## src/rtl/acc_arith_unit.sv

```systemverilog
module acc_arith_unit #(
  parameter int ACC_W   = 40,
  parameter int HALF_W  = 16,
  parameter int SHORT_W = 8
) (
  input  logic                clk,
  input  logic                rst_n,
  input  logic                op_valid,
  input  logic [3:0]          op_code,
  input  logic                dst_sel,
  input  logic [2:0]          src_sel,
  input  logic                sec_idx,
  input  logic [HALF_W-1:0]   imm,
  input  logic [2*HALF_W-1:0] sec0,
  input  logic [2*HALF_W-1:0] sec1,
  input  logic [ACC_W-1:0]    prod,
  output logic [ACC_W-1:0]    acc0,
  output logic [ACC_W-1:0]    acc1,
  output logic                flag_c,
  output logic                flag_v,
  output logic                flag_z,
  output logic                flag_s
);
  localparam int SEC_W = 2 * HALF_W;
  localparam int MSB   = ACC_W - 1;

  localparam logic [3:0] OP_ADD  = 4'd1, OP_SUB  = 4'd2, OP_CMP = 4'd3, OP_ADDL = 4'd4;
  localparam logic [3:0] OP_INCM = 4'd5, OP_DECM = 4'd6, OP_INC = 4'd7, OP_DEC  = 4'd8;
  localparam logic [3:0] OP_NEG  = 4'd9, OP_ABS  = 4'd10, OP_MOV = 4'd11;

  function automatic logic [ACC_W-1:0] mid_align(input logic [HALF_W-1:0] h);
    return {{(ACC_W-SEC_W){h[HALF_W-1]}}, h, {HALF_W{1'b0}}};
  endfunction

  logic [ACC_W-1:0] acc_q [2];
  logic [SEC_W-1:0] sec;
  logic [ACC_W-1:0] a, opnd, b, bb, res;
  logic [ACC_W:0]   sum;
  logic             is_sub, arith, wr, upd, c_n, v_n;

  assign sec = sec_idx ? sec1 : sec0;
  assign a   = acc_q[dst_sel];

  always_comb begin
    case (src_sel)
      3'd0:    opnd = acc_q[~dst_sel];
      3'd1:    opnd = {{(ACC_W-SEC_W){sec[SEC_W-1]}}, sec};
      3'd2:    opnd = mid_align(sec[SEC_W-1:HALF_W]);
      3'd3:    opnd = mid_align(sec[HALF_W-1:0]);
      3'd4:    opnd = prod;
      3'd5:    opnd = mid_align(imm);
      3'd6:    opnd = mid_align({{(HALF_W-SHORT_W){imm[SHORT_W-1]}}, imm[SHORT_W-1:0]});
      default: opnd = '0;
    endcase
  end

  always_comb begin
    b = opnd; is_sub = 1'b0; arith = 1'b1; wr = 1'b1; upd = 1'b1;
    case (op_code)
      OP_ADD:  ;
      OP_SUB:  is_sub = 1'b1;
      OP_CMP:  begin is_sub = 1'b1; wr = 1'b0; end
      OP_ADDL: b = {{(ACC_W-HALF_W){1'b0}}, sec[HALF_W-1:0]};
      OP_INCM: b = ACC_W'(1) << HALF_W;
      OP_DECM: begin b = ACC_W'(1) << HALF_W; is_sub = 1'b1; end
      OP_INC:  b = ACC_W'(1);
      OP_DEC:  begin b = ACC_W'(1); is_sub = 1'b1; end
      OP_NEG, OP_ABS, OP_MOV: arith = 1'b0;
      default: begin arith = 1'b0; wr = 1'b0; upd = 1'b0; end
    endcase
  end

  assign bb  = is_sub ? ~b : b;
  assign sum = {1'b0, a} + {1'b0, bb} + {{ACC_W{1'b0}}, is_sub};

  always_comb begin
    res = sum[MSB:0];
    c_n = sum[ACC_W];
    v_n = (a[MSB] == bb[MSB]) && (sum[MSB] != a[MSB]);
    if (!arith) begin
      c_n = 1'b0;
      v_n = 1'b0;
      case (op_code)
        OP_NEG:  res = '0 - a;
        OP_ABS:  res = a[MSB] ? '0 - a : a;
        default: res = opnd;
      endcase
    end
  end

  always_ff @(posedge clk or negedge rst_n) begin
    if (!rst_n) begin
      acc_q[0] <= '0;
      acc_q[1] <= '0;
      {flag_c, flag_v, flag_z, flag_s} <= '0;
    end else if (op_valid && upd) begin
      if (wr) acc_q[dst_sel] <= res;
      flag_c <= c_n;
      flag_v <= v_n;
      flag_z <= (res == '0);
      flag_s <= res[MSB];
    end
  end

  assign acc0 = acc_q[0];
  assign acc1 = acc_q[1];

  a_r5_cmp_holds: assert property (@(posedge clk) disable iff (!rst_n)
    op_valid && op_code == OP_CMP |=> $stable(acc0) && $stable(acc1));

  a_r10_other_stable: assert property (@(posedge clk) disable iff (!rst_n)
    op_valid && !dst_sel |=> $stable(acc1));

  a_r10_idle_hold: assert property (@(posedge clk) disable iff (!rst_n)
    !op_valid |=> $stable(acc0) && $stable(acc1) && $stable({flag_c, flag_v, flag_z, flag_s}));

  a_r9_cv_cleared: assert property (@(posedge clk) disable iff (!rst_n)
    op_valid && (op_code == OP_NEG || op_code == OP_ABS || op_code == OP_MOV) |=> !flag_c && !flag_v);

  a_r6_inc_step: assert property (@(posedge clk) disable iff (!rst_n)
    op_valid && op_code == OP_INC && !dst_sel |=> acc0 == $past(acc0) + ACC_W'(1));

  a_r10_zero_sign: assert property (@(posedge clk) disable iff (!rst_n)
    op_valid && !dst_sel && (op_code == OP_ADD || op_code == OP_SUB || op_code == OP_MOV)
    |=> flag_z == (acc0 == '0) && flag_s == acc0[MSB]);
endmodule

```

## config.mk

```make
export PLATFORM = sky130hd
export DESIGN_NAME = acc_arith_unit
export DESIGN_NICKNAME = d
export VERILOG_FILES = /design/src/rtl/acc_arith_unit.sv
export SDC_FILE = /design/constraint.sdc
export NUM_CORES = 1
export LEC_CHECK = 0
export BUFFER_PORTS_ARGS = -buffer_cell sky130_fd_sc_hd__buf_2
export CELL_PAD_IN_SITES_DETAIL_PLACEMENT = 0
export CELL_PAD_IN_SITES_GLOBAL_PLACEMENT = 2
export CORE_ASPECT_RATIO = 0.9
export CORE_UTILIZATION = 25
export DETAILED_ROUTE_END_ITERATION = 7
export GPL_ROUTABILITY_DRIVEN = 0
export HOLD_SLACK_MARGIN = 0.05
export PLACE_DENSITY_LB_ADDON = 0.08
export SYNTH_ARGS = -nofsm -noshare
export SYNTH_HDL_FRONTEND = slang
export SYNTH_SLANG_ARGS = --single-unit
```

## constraint.sdc

```tcl
create_clock -name clk -period 5.15 [get_ports clk]
set_input_delay 1.545 -clock clk [delete_from_list [all_inputs] [get_ports clk]]
set_output_delay 1.545 -clock clk [all_outputs]
set_load 0.01 [all_outputs]
```

==> flow_summary.toml <==
[outcome]
run_status = "finished with violations"
violations = "setup timing"

[pwr]
pwr-share-comb = 0.786
vdd_drop_max_v = 0.000230
power.share.sequential = 0.146
total_switching_power_mw = 4.76
clock_power_share = 0.067
p_int_mw = 4.75
power.density_nw_per_um2 = 475
static-leakage-power_nw = 9.23
switching_share_of_total_power = 0.501
design_power_total_mw = 9.51

[synthesis]
synth_area_sq_um = 11900
synth_cell_type_count = 97
synth.yosys.warnings = 0
synth_top_cell_area_share = 0.177
async_reset_ff_frac = 1.00
yosys_most_used_dff = "sky130_fd_sc_hd__dfrtp_1"
synth-edff-count = 0
share_of_the_yosys_chip_area_belonging_to_registers = 0.177
syn_nets = 1815
synth_cells = 1641
post-synth-top-area-cell = "sky130_fd_sc_hd__dfrtp_1"
syn_area_per_cell_sq_um = 7.26
yosys_register_bits = 84
yosys-top-cells-area = "sky130_fd_sc_hd__dfrtp_1, sky130_fd_sc_hd__o21ai_0, sky130_fd_sc_hd__mux2i_1, sky130_fd_sc_hd__nand2_1, sky130_fd_sc_hd__a21oi_1"

[setup_path]
setup.worst_path.class = "in -> reg"
path_common_cell = "sky130_fd_sc_hd__buf_4"
critPathCaptureType = "flip-flop"
rrSetupSlack_ns = 0.60
worstPathCellList = "buf_8, buf_12, mux2i_1, buf_4, mux2i_2, a22o_2, o21ai_1, a211oi_1, o21ai_1, ha_2, or2_2, o22a_1, buf_4, buf_4, a32oi_1, nand3_1, xor2_2, mux2_2, a211o_1, nor4b_2, nand4_1, nand4b_1, o31ai_1"
max_stage_delay_ns = 0.28
timing.critical_path.max_delay_family = "compound AO/OA/AOI/OAI gates"
worst_r2r_endpoint = "flag_z"
cp_data_required_time_ns = 5.42
cpMaxStageDelayCell = "sky130_fd_sc_hd__or2_2"
r2r.worst_path.cells = 20
worst_setup_path_start_kind = "primary input"
count_of_buffering_cells_on_the_critical_path_with_inverters_included = 5
cp_data_arrival_time_ns = 5.83
timing.critical_path.fanout_max = 8
rr_startpoint = "acc1[13]"

[global_route]
number_of_global_route_vias_before_repair = 16090
maximum_number_of_pins_on_one_net_before_global_route_repair = 58
grt.total_usage = 0.305
grt_first_pass_wirelength_um = 108000
grt_antenna_before_repair = 0
grt_remaining_overflow = 0

[placement]
port-buffer-count = 215
post-place-ws_ns = -1.23
dp_cells = 2913
dp.final_hpwl_um = 62700
post_dp_cell_area_sq_um = 17700

[sta]
hold_viol = 0
timing.slew.headroom = 0.332
hold_ws_ns = 0.497
final_period_minus_worst_setup_slack_ns = 5.56
clock.fmax_ghz = 0.180
post-route-worst-setup-slack_ns = -0.409
timing_worst_slew_pin_value_ns = 1.00
period_share = 1.08
setup_viol = 19
final-max-slew-violation-count = 0
clock_skew_ns = 0.0171
grt_setup_unrepaired = "yes"
setup_tns_ns = -2.95

[clocking]
cts.reportedPaths.clkPinSlew_ns = 0.07
worst_skew_pair.late_latency_ns = 0.37
cts_tree = "yes"
clock_sink_count = 84
root_buffer = "sky130_fd_sc_hd__clkbuf_16"
cts-htree-levels = 3
clock_path_buffers = 2
post_cts_hold_buffer_count = 0
cts_inserted_buffers = 9

[cells_and_area]
design_area_final_sq_um = 20000
antenna-diode-count = 0
utilization = 0.428
syn2layout_area_growth_pct = 68.2
final_layout_size_suffix_gt1_frac = 0.500
finalNonFillerCells = 2979
nNetsFinal = 2532

[floorplanning]
core_area_sq_um = 46800
initial_utilization = 0.254
pin_count = 216
floorplan.die.height_um = 209
die-area_sq_um = 48500
placement_rows = 75
die-width_um = 232

[routing]
dr.first_iter.drc_count = 1252
drc = 0
route.final.wire_length_um = 76100
detailedRoute.firstPassIterationCount = 5
antenna_violating_nets_post_route = 0
via_count_of_the_routed_design = 16565
drt-wirelength-per-cell_um = 25.5
vias_per_cell = 5.56

[min_path]
worstHoldStart = "flag_s"
hold_path_depth = 2
min_path_type = "reg -> reg"
min_delay_worst_endpoint = "flag_s"

[job]
max_cap_viol_count = 0
## layout by cell type, fill, tap and decap left out, drive strengths merged, types with 46 or more instances in the layout
cell type    n
a21oi      128
nor2        85
buf        835
mux2        49
mux2i       84
dfrtp       84
o21ai      218
nor3        52
nand2      188
inv         46
## state kept, by name, summed over array words and instances, names as in the netlist
signal  count
acc0       40
acc1       40
flag_c      1
flag_s      1
flag_v      1
flag_z      1
## kinds of logic after synthesis
group | Yosys count | share of synthesized area
fa+ha+maj | 42 | 0.0448
mux | 133 | 0.118
simple gates | 540 | 0.233
buf+inv | 176 | 0.0623
flops | 84 | 0.177
xor+xnor | 36 | 0.0265
compound gates | 630 | 0.340
## synthesized netlist by cell type (41+ instances only)
master	count
sky130_fd_sc_hd__mux2_2	49
sky130_fd_sc_hd__dfrtp_1	84
sky130_fd_sc_hd__a21oi_1	127
sky130_fd_sc_hd__nor2_1	85
sky130_fd_sc_hd__nand3_1	41
sky130_fd_sc_hd__ha_1	41
sky130_fd_sc_hd__o21ai_0	212
sky130_fd_sc_hd__mux2i_1	82
sky130_fd_sc_hd__inv_1	43
sky130_fd_sc_hd__clkbuf_1	100
sky130_fd_sc_hd__nand2_1	188
sky130_fd_sc_hd__nor3_1	51
## timing repair
action | 4_1_cts | 5_1_grt
resized for setup | 198 | 202
setup endpoints to repair | 59 | 46
gates cloned | 1 | 0
pin swaps | 74 | 91
buffers inserted | 27 | 31
## area by class of cell
| class | count | area [sq um] |
|---|---|---|
| timing repair buffer | 837 | 6140 |
| sequential | 84 | 2100 |
| multi-input combinational | 1381 | 10600 |
| clock buffer | 10 | 239 |
| inverter | 45 | 173 |
| tap | 616 | 771 |
| fill | 4853 | 26800 |
| clock inverter | 6 | 45.0 |
## how the worst max path moves through the flow
stage / start / to / cells past startpoint
after floorplan: dst_sel / flag_z / 27
after global placement: dst_sel / flag_z / 16
after detailed placement: dst_sel / flag_z / 16
after CTS: dst_sel / flag_z / 16
after global routing: src_sel[2] / flag_z / 24
final: sec_idx / flag_z / 23
## routing by layer
layer,global-route usage,wire length [um]
met5,0,0
met3,0.0442,4470
met4,0.128,3450
met1,0.381,31700
met2,0.522,36400
## worst reg2reg max path: cells and delay by family, from the launching register on
family	cells	cell delay [ns]
muxes	1	0.28
buffers and inverters	1	0.15
and+or+nand+nor	7	1.28
adders and majority gates	1	0.35
DFF	1	0.44
AOI/OAI and AO/OA	9	1.81
xor gates and xnor gates	1	0.19
## power groups by stage
stage	combinational, mW	sequential (mW)	clock, mW
after floorplan	2.73	1.35	0
after global placement	6.40	1.38	0
after detailed placement	6.41	1.39	0
after CTS	6.90	1.39	0.659
after global routing	7.92	1.43	0.687
final	7.48	1.39	0.638
Power figures use the tool's default switching activity.
